File: src/rtl/sdram_pd_pkg.sv
package sdram_pd_pkg;

    typedef enum logic [1:0] {
        MODE_NORMAL  = 2'd0,
        MODE_PRE_PD  = 2'd1,
        MODE_ACT_PD  = 2'd2,
        MODE_DEEP_PD = 2'd3
    } pd_mode_e;

    typedef enum logic [1:0] {
        ACT_NONE,
        ACT_ENTER_PD,
        ACT_ENTER_DPD,
        ACT_EXIT
    } pd_action_e;

    typedef struct packed {
        logic cs_n;
        logic ras_n;
        logic cas_n;
        logic we_n;
    } cmd_pins_t;

    localparam cmd_pins_t CMD_INHIBIT = '{cs_n: 1'b1, ras_n: 1'b1, cas_n: 1'b1, we_n: 1'b1};
    localparam cmd_pins_t CMD_NOP     = '{cs_n: 1'b0, ras_n: 1'b1, cas_n: 1'b1, we_n: 1'b1};
    localparam cmd_pins_t CMD_DPD     = '{cs_n: 1'b0, ras_n: 1'b1, cas_n: 1'b1, we_n: 1'b0};

    function automatic logic is_light_pd(input pd_mode_e m);
        return (m == MODE_PRE_PD) || (m == MODE_ACT_PD);
    endfunction

    function automatic int unsigned residency_limit(input int unsigned mhz,
                                                    input int unsigned us,
                                                    input int unsigned margin);
        return mhz * us - margin;
    endfunction

endpackage

File: src/rtl/pd_residency_timer.sv
module pd_residency_timer #(
    parameter int unsigned LIMIT = 32,
    parameter int unsigned CNT_W = 6
) (
    input  logic clk,
    input  logic rst,
    input  logic in_pd,
    output logic limit_hit
);
    logic [CNT_W-1:0] count;

    always_ff @(posedge clk) begin
        if (rst) begin
            count <= '0;
        end else if (in_pd) begin
            count <= count + 1'b1;
        end else begin
            count <= '0;
        end
    end

    assign limit_hit = in_pd && (count == CNT_W'(LIMIT - 1));


    count_bound_chk: assert property (@(posedge clk) disable iff (rst)
        in_pd |-> (count < CNT_W'(LIMIT)));

endmodule

File: src/rtl/pd_mode_fsm.sv
module pd_mode_fsm
    import sdram_pd_pkg::*;
(
    input  logic       clk,
    input  logic       rst,
    input  logic       pd_req,
    input  logic       dpd_req,
    input  logic       exit_req,
    input  logic       access_busy,
    input  logic       bank_open,
    input  logic       limit_hit,
    output pd_mode_e   mode,
    output pd_action_e action,
    output logic       ready,
    output logic       dpd_reject,
    output logic       refresh_wake
);
    pd_mode_e mode_nxt;
    logic     reject_nxt;

    always_comb begin
        action     = ACT_NONE;
        reject_nxt = 1'b0;
        unique case (mode)
            MODE_NORMAL: begin
                if (ready && !access_busy) begin
                    if (dpd_req) begin
                        if (bank_open) reject_nxt = 1'b1;
                        else           action     = ACT_ENTER_DPD;
                    end else if (pd_req) begin
                        action = ACT_ENTER_PD;
                    end
                end
            end
            MODE_PRE_PD, MODE_ACT_PD: begin
                if (exit_req || limit_hit) action = ACT_EXIT;
            end
            MODE_DEEP_PD: begin
                if (exit_req) action = ACT_EXIT;
            end
            default: action = ACT_NONE;
        endcase
    end

    always_comb begin
        mode_nxt = mode;
        unique case (action)
            ACT_ENTER_PD:  mode_nxt = bank_open ? MODE_ACT_PD : MODE_PRE_PD;
            ACT_ENTER_DPD: mode_nxt = MODE_DEEP_PD;
            ACT_EXIT:      mode_nxt = MODE_NORMAL;
            default:       mode_nxt = mode;
        endcase
    end

    always_ff @(posedge clk) begin
        if (rst) begin
            mode         <= MODE_NORMAL;
            ready        <= 1'b1;
            dpd_reject   <= 1'b0;
            refresh_wake <= 1'b0;
        end else begin
            mode         <= mode_nxt;
            ready        <= (mode_nxt == MODE_NORMAL) && (action != ACT_EXIT);
            dpd_reject   <= reject_nxt;
            refresh_wake <= (action == ACT_EXIT) && limit_hit && is_light_pd(mode);
        end
    end


    reject_keeps_mode_chk: assert property (@(posedge clk) disable iff (rst)
        dpd_reject |-> (mode == MODE_NORMAL) && ($past(mode) == MODE_NORMAL));


    ready_only_normal_chk: assert property (@(posedge clk) disable iff (rst)
        ready |-> (mode == MODE_NORMAL));

endmodule

File: src/rtl/pd_pin_driver.sv
module pd_pin_driver
    import sdram_pd_pkg::*;
(
    input  logic       clk,
    input  logic       rst,
    input  pd_action_e action,
    output logic       cke,
    output cmd_pins_t  cmd
);
    always_ff @(posedge clk) begin
        if (rst) begin
            cke <= 1'b1;
            cmd <= CMD_INHIBIT;
        end else begin
            unique case (action)
                ACT_ENTER_PD: begin
                    cke <= 1'b0;
                    cmd <= CMD_NOP;
                end
                ACT_ENTER_DPD: begin
                    cke <= 1'b0;
                    cmd <= CMD_DPD;
                end
                ACT_EXIT: begin
                    cke <= 1'b1;
                    cmd <= CMD_NOP;
                end
                default: begin
                    cmd <= CMD_INHIBIT;
                end
            endcase
        end
    end


    dpd_code_cke_low_chk: assert property (@(posedge clk) disable iff (rst)
        (cmd == CMD_DPD) |-> !cke);

endmodule

File: src/rtl/sdram_pd_ctrl.sv
module sdram_pd_ctrl
    import sdram_pd_pkg::*;
#(
    parameter int unsigned CLK_MHZ       = 100,
    parameter int unsigned REFRESH_US    = 64000,
    parameter int unsigned MARGIN_CYCLES = 2000
) (
    input  logic       clk,
    input  logic       rst,
    input  logic       pd_req,
    input  logic       dpd_req,
    input  logic       exit_req,
    input  logic       access_busy,
    input  logic       bank_open,
    output logic       cke,
    output logic       cs_n,
    output logic       ras_n,
    output logic       cas_n,
    output logic       we_n,
    output logic [1:0] mode,
    output logic       ready,
    output logic       dpd_reject,
    output logic       refresh_wake
);
    localparam int unsigned LIMIT = residency_limit(CLK_MHZ, REFRESH_US, MARGIN_CYCLES);
    localparam int unsigned CNT_W = $clog2(LIMIT + 1);

    pd_mode_e   mode_q;
    pd_action_e action;
    cmd_pins_t  cmd;
    logic       limit_hit;

    pd_mode_fsm u_fsm (
        .clk          (clk),
        .rst          (rst),
        .pd_req       (pd_req),
        .dpd_req      (dpd_req),
        .exit_req     (exit_req),
        .access_busy  (access_busy),
        .bank_open    (bank_open),
        .limit_hit    (limit_hit),
        .mode         (mode_q),
        .action       (action),
        .ready        (ready),
        .dpd_reject   (dpd_reject),
        .refresh_wake (refresh_wake)
    );

    pd_residency_timer #(
        .LIMIT (LIMIT),
        .CNT_W (CNT_W)
    ) u_timer (
        .clk       (clk),
        .rst       (rst),
        .in_pd     (is_light_pd(mode_q)),
        .limit_hit (limit_hit)
    );

    pd_pin_driver u_pins (
        .clk    (clk),
        .rst    (rst),
        .action (action),
        .cke    (cke),
        .cmd    (cmd)
    );

    assign cs_n  = cmd.cs_n;
    assign ras_n = cmd.ras_n;
    assign cas_n = cmd.cas_n;
    assign we_n  = cmd.we_n;
    assign mode  = mode_q;


    deep_cke_low_chk: assert property (@(posedge clk) disable iff (rst)
        (mode_q == MODE_DEEP_PD) |-> !cke);


    exit_with_nop_chk: assert property (@(posedge clk) disable iff (rst)
        $rose(cke) |-> (cmd == CMD_NOP) && (mode_q == MODE_NORMAL));


    exit_not_ready_chk: assert property (@(posedge clk) disable iff (rst)
        $rose(cke) |-> !ready);


    entry_leaves_normal_chk: assert property (@(posedge clk) disable iff (rst)
        $fell(cke) |-> (mode_q != MODE_NORMAL) && (cmd != CMD_INHIBIT));


    wake_on_exit_chk: assert property (@(posedge clk) disable iff (rst)
        refresh_wake |-> $rose(cke));

endmodule

File: config.mk
export PLATFORM = sky130hd
export DESIGN_NAME = sdram_pd_ctrl
export DESIGN_NICKNAME = d
export VERILOG_FILES = /design/src/rtl/sdram_pd_pkg.sv /design/src/rtl/pd_residency_timer.sv /design/src/rtl/pd_mode_fsm.sv /design/src/rtl/pd_pin_driver.sv /design/src/rtl/sdram_pd_ctrl.sv
export SDC_FILE = /design/constraint.sdc
export NUM_CORES = 1
export LEC_CHECK = 0
export BUFFER_PORTS_ARGS = -buffer_cell sky130_fd_sc_hd__buf_2
export CAP_MARGIN = 40
export CORE_MARGIN = 4
export CORE_UTILIZATION = 55
export CTS_CLUSTER_SIZE = 16
export DETAILED_ROUTE_END_ITERATION = 10
export GPL_TIMING_DRIVEN = 0
export PLACE_DENSITY = 0.76
export REMOVE_ABC_BUFFERS = 1
export SKIP_LAST_GASP = 1
export SYNTH_ARGS = -nofsm -noshare
export SYNTH_HDL_FRONTEND = slang
export SYNTH_SLANG_ARGS = --single-unit
File: constraint.sdc
create_clock -name clk -period 2.1 [get_ports clk]
set_input_delay 0.42 -clock clk [delete_from_list [all_inputs] [get_ports clk]]
set_output_delay 0.42 -clock clk [all_outputs]
set_load 0.01 [all_outputs]
Word level (Yosys, flattened, before mapping)

Cells that the tools add are included.

$add $sub $neg: 1
Reductions and logical operators: 16
Bitwise logic cells: 4
Mux-type cells: 12
Eq/ne operators: 8

Operators with widths:

| cell                                          | count |
|---|---|
| adder 23 x 1 -> 23 bit, second input constant | 1 |
| == test 23 bit, second input constant         | 1 |
| two-way mux 2 bit                             | 6 |
| case mux 2 bit (3 select lines)               | 2 |
| == test 2 bit, second input constant          | 4 |
| case mux 4 bit (2 select lines)               | 1 |
| OR reduction 2 bit                            | 4 |
| logical AND 1 bit                             | 5 |
| == test 2 x 1 -> 1 bit, second input constant | 2 |
| zero test 2 bit                               | 2 |
| inverter 1 bit                                | 4 |
| OR reduction 4 bit                            | 1 |
| logical OR 1 bit                              | 2 |
| two-way mux 1 bit                             | 2 |
| inequality test 2 bit, second input constant  | 1 |
| case mux 1 bit (2 select lines)               | 1 |
| nonzero test 2 bit                            | 1 |
| zero test 1 bit                               | 1 |

Input bits: 7
Bits in registers: 33
Output and inout port bits: 10

Logic depth before layout (Yosys ltp)

Depth in word-level cells: 10
Depth in mapped cells: 7

Modules after synthesis

Synthesis repeated with hierarchy kept, for this count alone.

Cell total of the unflattened synthesis: 171
Area total of the unflattened synthesis: 1506.4 µm²

By module, submodules not included:

| module             | area an instance (µm²) | seq. area each (µm²) | cells each | times used |
|---|---|---|---|---|
| pd_residency_timer | 1091.0                 | 460.4                | 126        | 1 |
| pd_mode_fsm        | 296.5                  | 100.1                | 32         | 1 |
| pd_pin_driver      | 110.1                  | 60.1                 | 12         | 1 |
| sdram_pd_ctrl      | 8.8                    | 0.0                  | 1          | 1 |

Least setup slack after synthesis

OpenSTA, ideal clock, no wires.

Kind: register -> register
From: reg u_fsm.mode[0]
To: reg u_fsm.ready
Data arrival time: 1723 ps
Clock period less this slack: 1848 ps
Stages on the path, launching flop included: 8
Setup slack: 252 ps
Buffers on the path: 0
Required time: 1975 ps
Path through: dfxtp_1 inv_1 ha_1 o21ai_0 and2_2 a21bo_2 a211oi_2 a31oi_1

Word-level cells in the longest chain between the ends: 10
Elaborated cells on any way between the ends: 17

RTL lines:

| item                                                           | line                                  | source |
|---|---|---|
| start: declaration                                             | pd_mode_fsm.sv:12                     | `output pd_mode_e mode,` |
| start signal: assignment                                       | pd_mode_fsm.sv:62                     | `mode <= mode_nxt;` |
| == test 2 x 1 -> 1 bit / == test 2 bit (equally long branches) | sdram_pd_pkg.sv:29, pd_mode_fsm.sv:24 |  |
| logical OR 1 bit                                               | sdram_pd_pkg.sv:29                    | `return (m == MODE_PRE_PD) \|\| (m == MODE_ACT_PD);` |
| logical AND 1 bit                                              | pd_residency_timer.sv:22              | `assign limit_hit = in_pd && (count == CNT_W'(LIMIT - 1));` |
| logical OR 1 bit                                               | pd_mode_fsm.sv:36                     | `if (exit_req \|\| limit_hit) action = ACT_EXIT;` |
| two-way mux 2 bit                                              | pd_mode_fsm.sv:36                     |  |
| case mux 2 bit (3 select lines)                                | pd_mode_fsm.sv:24                     | `unique case (mode)` |
| == test 2 bit / == test 2 x 1 -> 1 bit (equally long branches) | pd_mode_fsm.sv:47                     | `unique case (action)` |
| case mux 2 bit (3 select lines)                                | pd_mode_fsm.sv:47                     |  |
| zero test 2 bit                                                | pd_mode_fsm.sv:63                     | `ready <= (mode_nxt == MODE_NORMAL) && (action != ACT_EXIT);` |
| logical AND 1 bit (*)                                          | pd_mode_fsm.sv:63                     |  |
| end signal: assignment                                         | pd_mode_fsm.sv:63                     |  |
| end: declaration                                               | pd_mode_fsm.sv:14                     | `output logic ready,` |

Every way passes the cells marked *; elsewhere a longest branch is shown, timed or not.
A chain may end at the register's enable or synchronous reset.

Worst setup path in the final report

Same ends and word-level chain as after synthesis.

==> impl_metrics.tcl <==
set metrics [dict create \
    result_of_the_run "completed" \
    cap_viol_max_count 0 \
    power.density_mw_per_mm2 876 \
    antenna_found_initial 0 \
    viasPerCell 5.65 \
    synth_largest_type_area_fraction_pct 41.9 \
    cts.htree.levels 2 \
    worst_setup_path_end_kind "flip-flop" \
    die_area_mm2 0.00359 \
    cts_buf_count 5 \
    critical_path.startpoint_type "flip-flop" \
    chip_width_um 59.9 \
    synth_area_per_cell_um2 8.86 \
    clk_root_buffer_cell "clkbuf_4" \
    grt_max_degree 23 \
    power.leakage_nw 0.628 \
    synth-seq-cells 31 \
    initial_core_util_pct 58.7 \
    max_freq_mhz 517 \
    timing.hold.worst_endpoint "u_fsm.mode[0]" \
    synthArstFlopShare_pct 0 \
    synthTopCellsByArea "dfxtp_1 42%, xor2_1 11%, nor2_1 6.6%" \
    ys_seq_area_share_pct 41.9 \
    post-synth-top-area-cell "dfxtp_1" \
    syn-cell-area_mm2 0.00148 \
    summed_negative_setup_slack_over_all_endpoints_ps 0 \
    critPathArrivalTime_ps 2160 \
    rows 18 \
    critical_path.reg2reg.startpoint "u_fsm.mode[0]" \
    fin_cells 212 \
    worst-endpoint-required_ps 2320 \
    clock_sink_count 31 \
    yosysMostFrequentCell "dfxtp_1" \
    gpl_congestion 0.822 \
    post_synth_inst_count 167 \
    vdd_ir_drop_max_mv 0.989 \
    grt_first_pass_wirelength_um 4630 \
    antenna-diode-count 0 \
    clock_latency_ps 340 \
    num_vias 1197 \
    drtPass1Iterations 4 \
    worstHoldPathType "primary input to flip-flop" \
    hpwl_um 2000 \
    final_net_count 192 \
    final-hold-violation-count 0 \
    drt-wirelength-per-cell_um 13.5 \
    synth_edf_count 0 \
    r2r_slack_ps 170 \
    cp_slowest_stage_delay_ps 410 \
    detail_route.wirelength_um 2860 \
    post_cts_resize_count 0 \
    drt_first_iter_violations 50 \
    hold_buffers 0 \
    slew-limit-headroom_pct 48.6 \
    tmin_final_ps 1930 \
    io_pins 17 \
    grt_overflow 0 \
    die-height_um 59.9 \
    vias_in_the_first_global_route 1084 \
    synth_warnings 0 \
    coreArea_mm2 0.00252 \
    n_fill_cell 226 \
    critical-path-slowest-cell "dfxtp_2" \
    timing.reg2reg.worst_path_depth 7 \
    critPathMaxFanout 7 \
    multiInputGateArea_um2 807 \
    ctsLongestPathBuffers 2 \
    place.detailed.instances 204 \
    hold_start "rst" \
    antenna_left 0 \
    drt_drc_violations_left 0 \
    ys.flop_type "dfxtp_1" \
    cts_tree "done" \
    min_delay_path_depth 2 \
    finalSetupViolations 0 \
    fin_crit_sh_pct 92.1 \
    grtUsageTotal_pct 17.6 \
    clk_pin_slew_worst_paths_ps 90 \
    post_synth_most_frequent_cells "31 x dfxtp_1, 26 x nor2_1, 18 x xor2_1" \
    worstPathCellList "inv_1 > ha_1 > o21ai_1 > and2_2 > a21bo_2 > a211oi_2 > a31oi_1" \
    skew_ps 12.6 \
    fraction_of_layout_instances_using_a_drive_strength_above_1_pct 15.9 \
    area.growth.synth_to_final_pct 8.45 \
    tightestPinTransition_ps 770 \
    final-max-slew-violation-count 0 \
    worstSetupPathType "flip-flop to flip-flop" \
    numPortBuffers 14 \
    synth_cell_type_count 40 \
    seq_cell_area_um2 622 \
    timing.rr.end "u_fsm.ready" \
    rsz0062_at_grt "no" \
    total_setup_buffers_inserted_after_cts 0 \
]
## per-stage QoR
stage | power (mW) | cell area [µm²] | hold slack [ps] | setup slack (ps) | util (%)
detailed placement | 1.08 | 1550 | 483 | 14.0 | 61.6
CTS | 1.41 | 1600 | 292 | 2.62 | 63.6
floorplan | 0.956 | 1450 | 433 | 252 | -
finish | 1.41 | 1610 | 299 | 165 | 63.6
global route | 1.49 | 1610 | 291 | 70.8 | 63.6
global placement | 1.06 | 1550 | 464 | 70.7 | 61.6
## worst max-delay path, delay by kind of cell (launching register included)
kind | cells | cell delay, ps
buf+inv | 1 | 100
flops | 1 | 410
compound gates | 4 | 770
fa+ha+maj | 1 | 360
simple gates | 1 | 190
## worst max path at each step
stage	startpoint	cells after the start	to	slack (ps)
after floorplan	u_fsm.mode[0]	7	u_fsm.ready	250
after global placement	u_fsm.mode[0]	7	u_fsm.ready	70
after detailed placement	u_fsm.mode[0]	7	u_fsm.ready	10
after CTS	u_fsm.mode[0]	7	u_fsm.ready	3
after global routing	u_timer.count[0]	6	u_fsm.ready	70
final	u_fsm.mode[0]	7	u_fsm.ready	170
## area by class of cell
class / instances / share of cell area (%)
clock buffer: 7 / 2.81
multi-input combinational: 124 / 50.3
clock inverter: 1 / 0.312
tap: 30 / 2.34
timing repair buffer: 14 / 4.36
sequential: 31 / 38.7
inverter: 5 / 1.17
## layer usage
metal / GRT usage (%) / share of wire (%) / vias up
met5: 0 / 0 / -
met4: 10.1 / 2.2 / 0
met3: 7.13 / 5.4 / 9
met2: 26.4 / 44 / 28
met1: 21.2 / 48 / 553
li1: - / - / 607
## cell families after synthesis
kind of cell / count (synthesis) / synth area share [%]
AO/OA/AOI/OAI: 18 / 8.28
other: 1 / 0.253
XOR/XNOR: 20 / 11.8
adder cells (fa/ha/maj): 4 / 3.38
flip-flops: 31 / 41.9
AND/OR/NAND/NOR: 80 / 30.5
buffers and inverters: 13 / 3.80
## cells in the final DEF, fill, tap and decap left out, types with 5 or more instances in the layout
cell type / instances
xor2_1: 18
nand4_1: 7
and3_1: 6
nor2_1: 26
dfxtp_1: 30
inv_1: 5
nand2_1: 9
nand3_1: 9
clkbuf_4: 5
buf_2: 14
## flip-flops by register name, summed over array words and instances, names as in the netlist
register,count
u_timer.count,23
u_fsm.dpd_reject,1
u_pins.cmd,2
u_fsm.mode,2
u_fsm.ready,1
u_fsm.refresh_wake,1
u_pins.cke,1
## where the power goes
part / internal [mW] / leakage, nW / switching [mW]
registers: 0.634 / 0.251 / 0.0371
logic: 0.151 / 0.347 / 0.258
clock network: 0.130 / 0.0293 / 0.195
total: 0.916 / 0.628 / 0.491
Power figures use the tool's default switching activity.
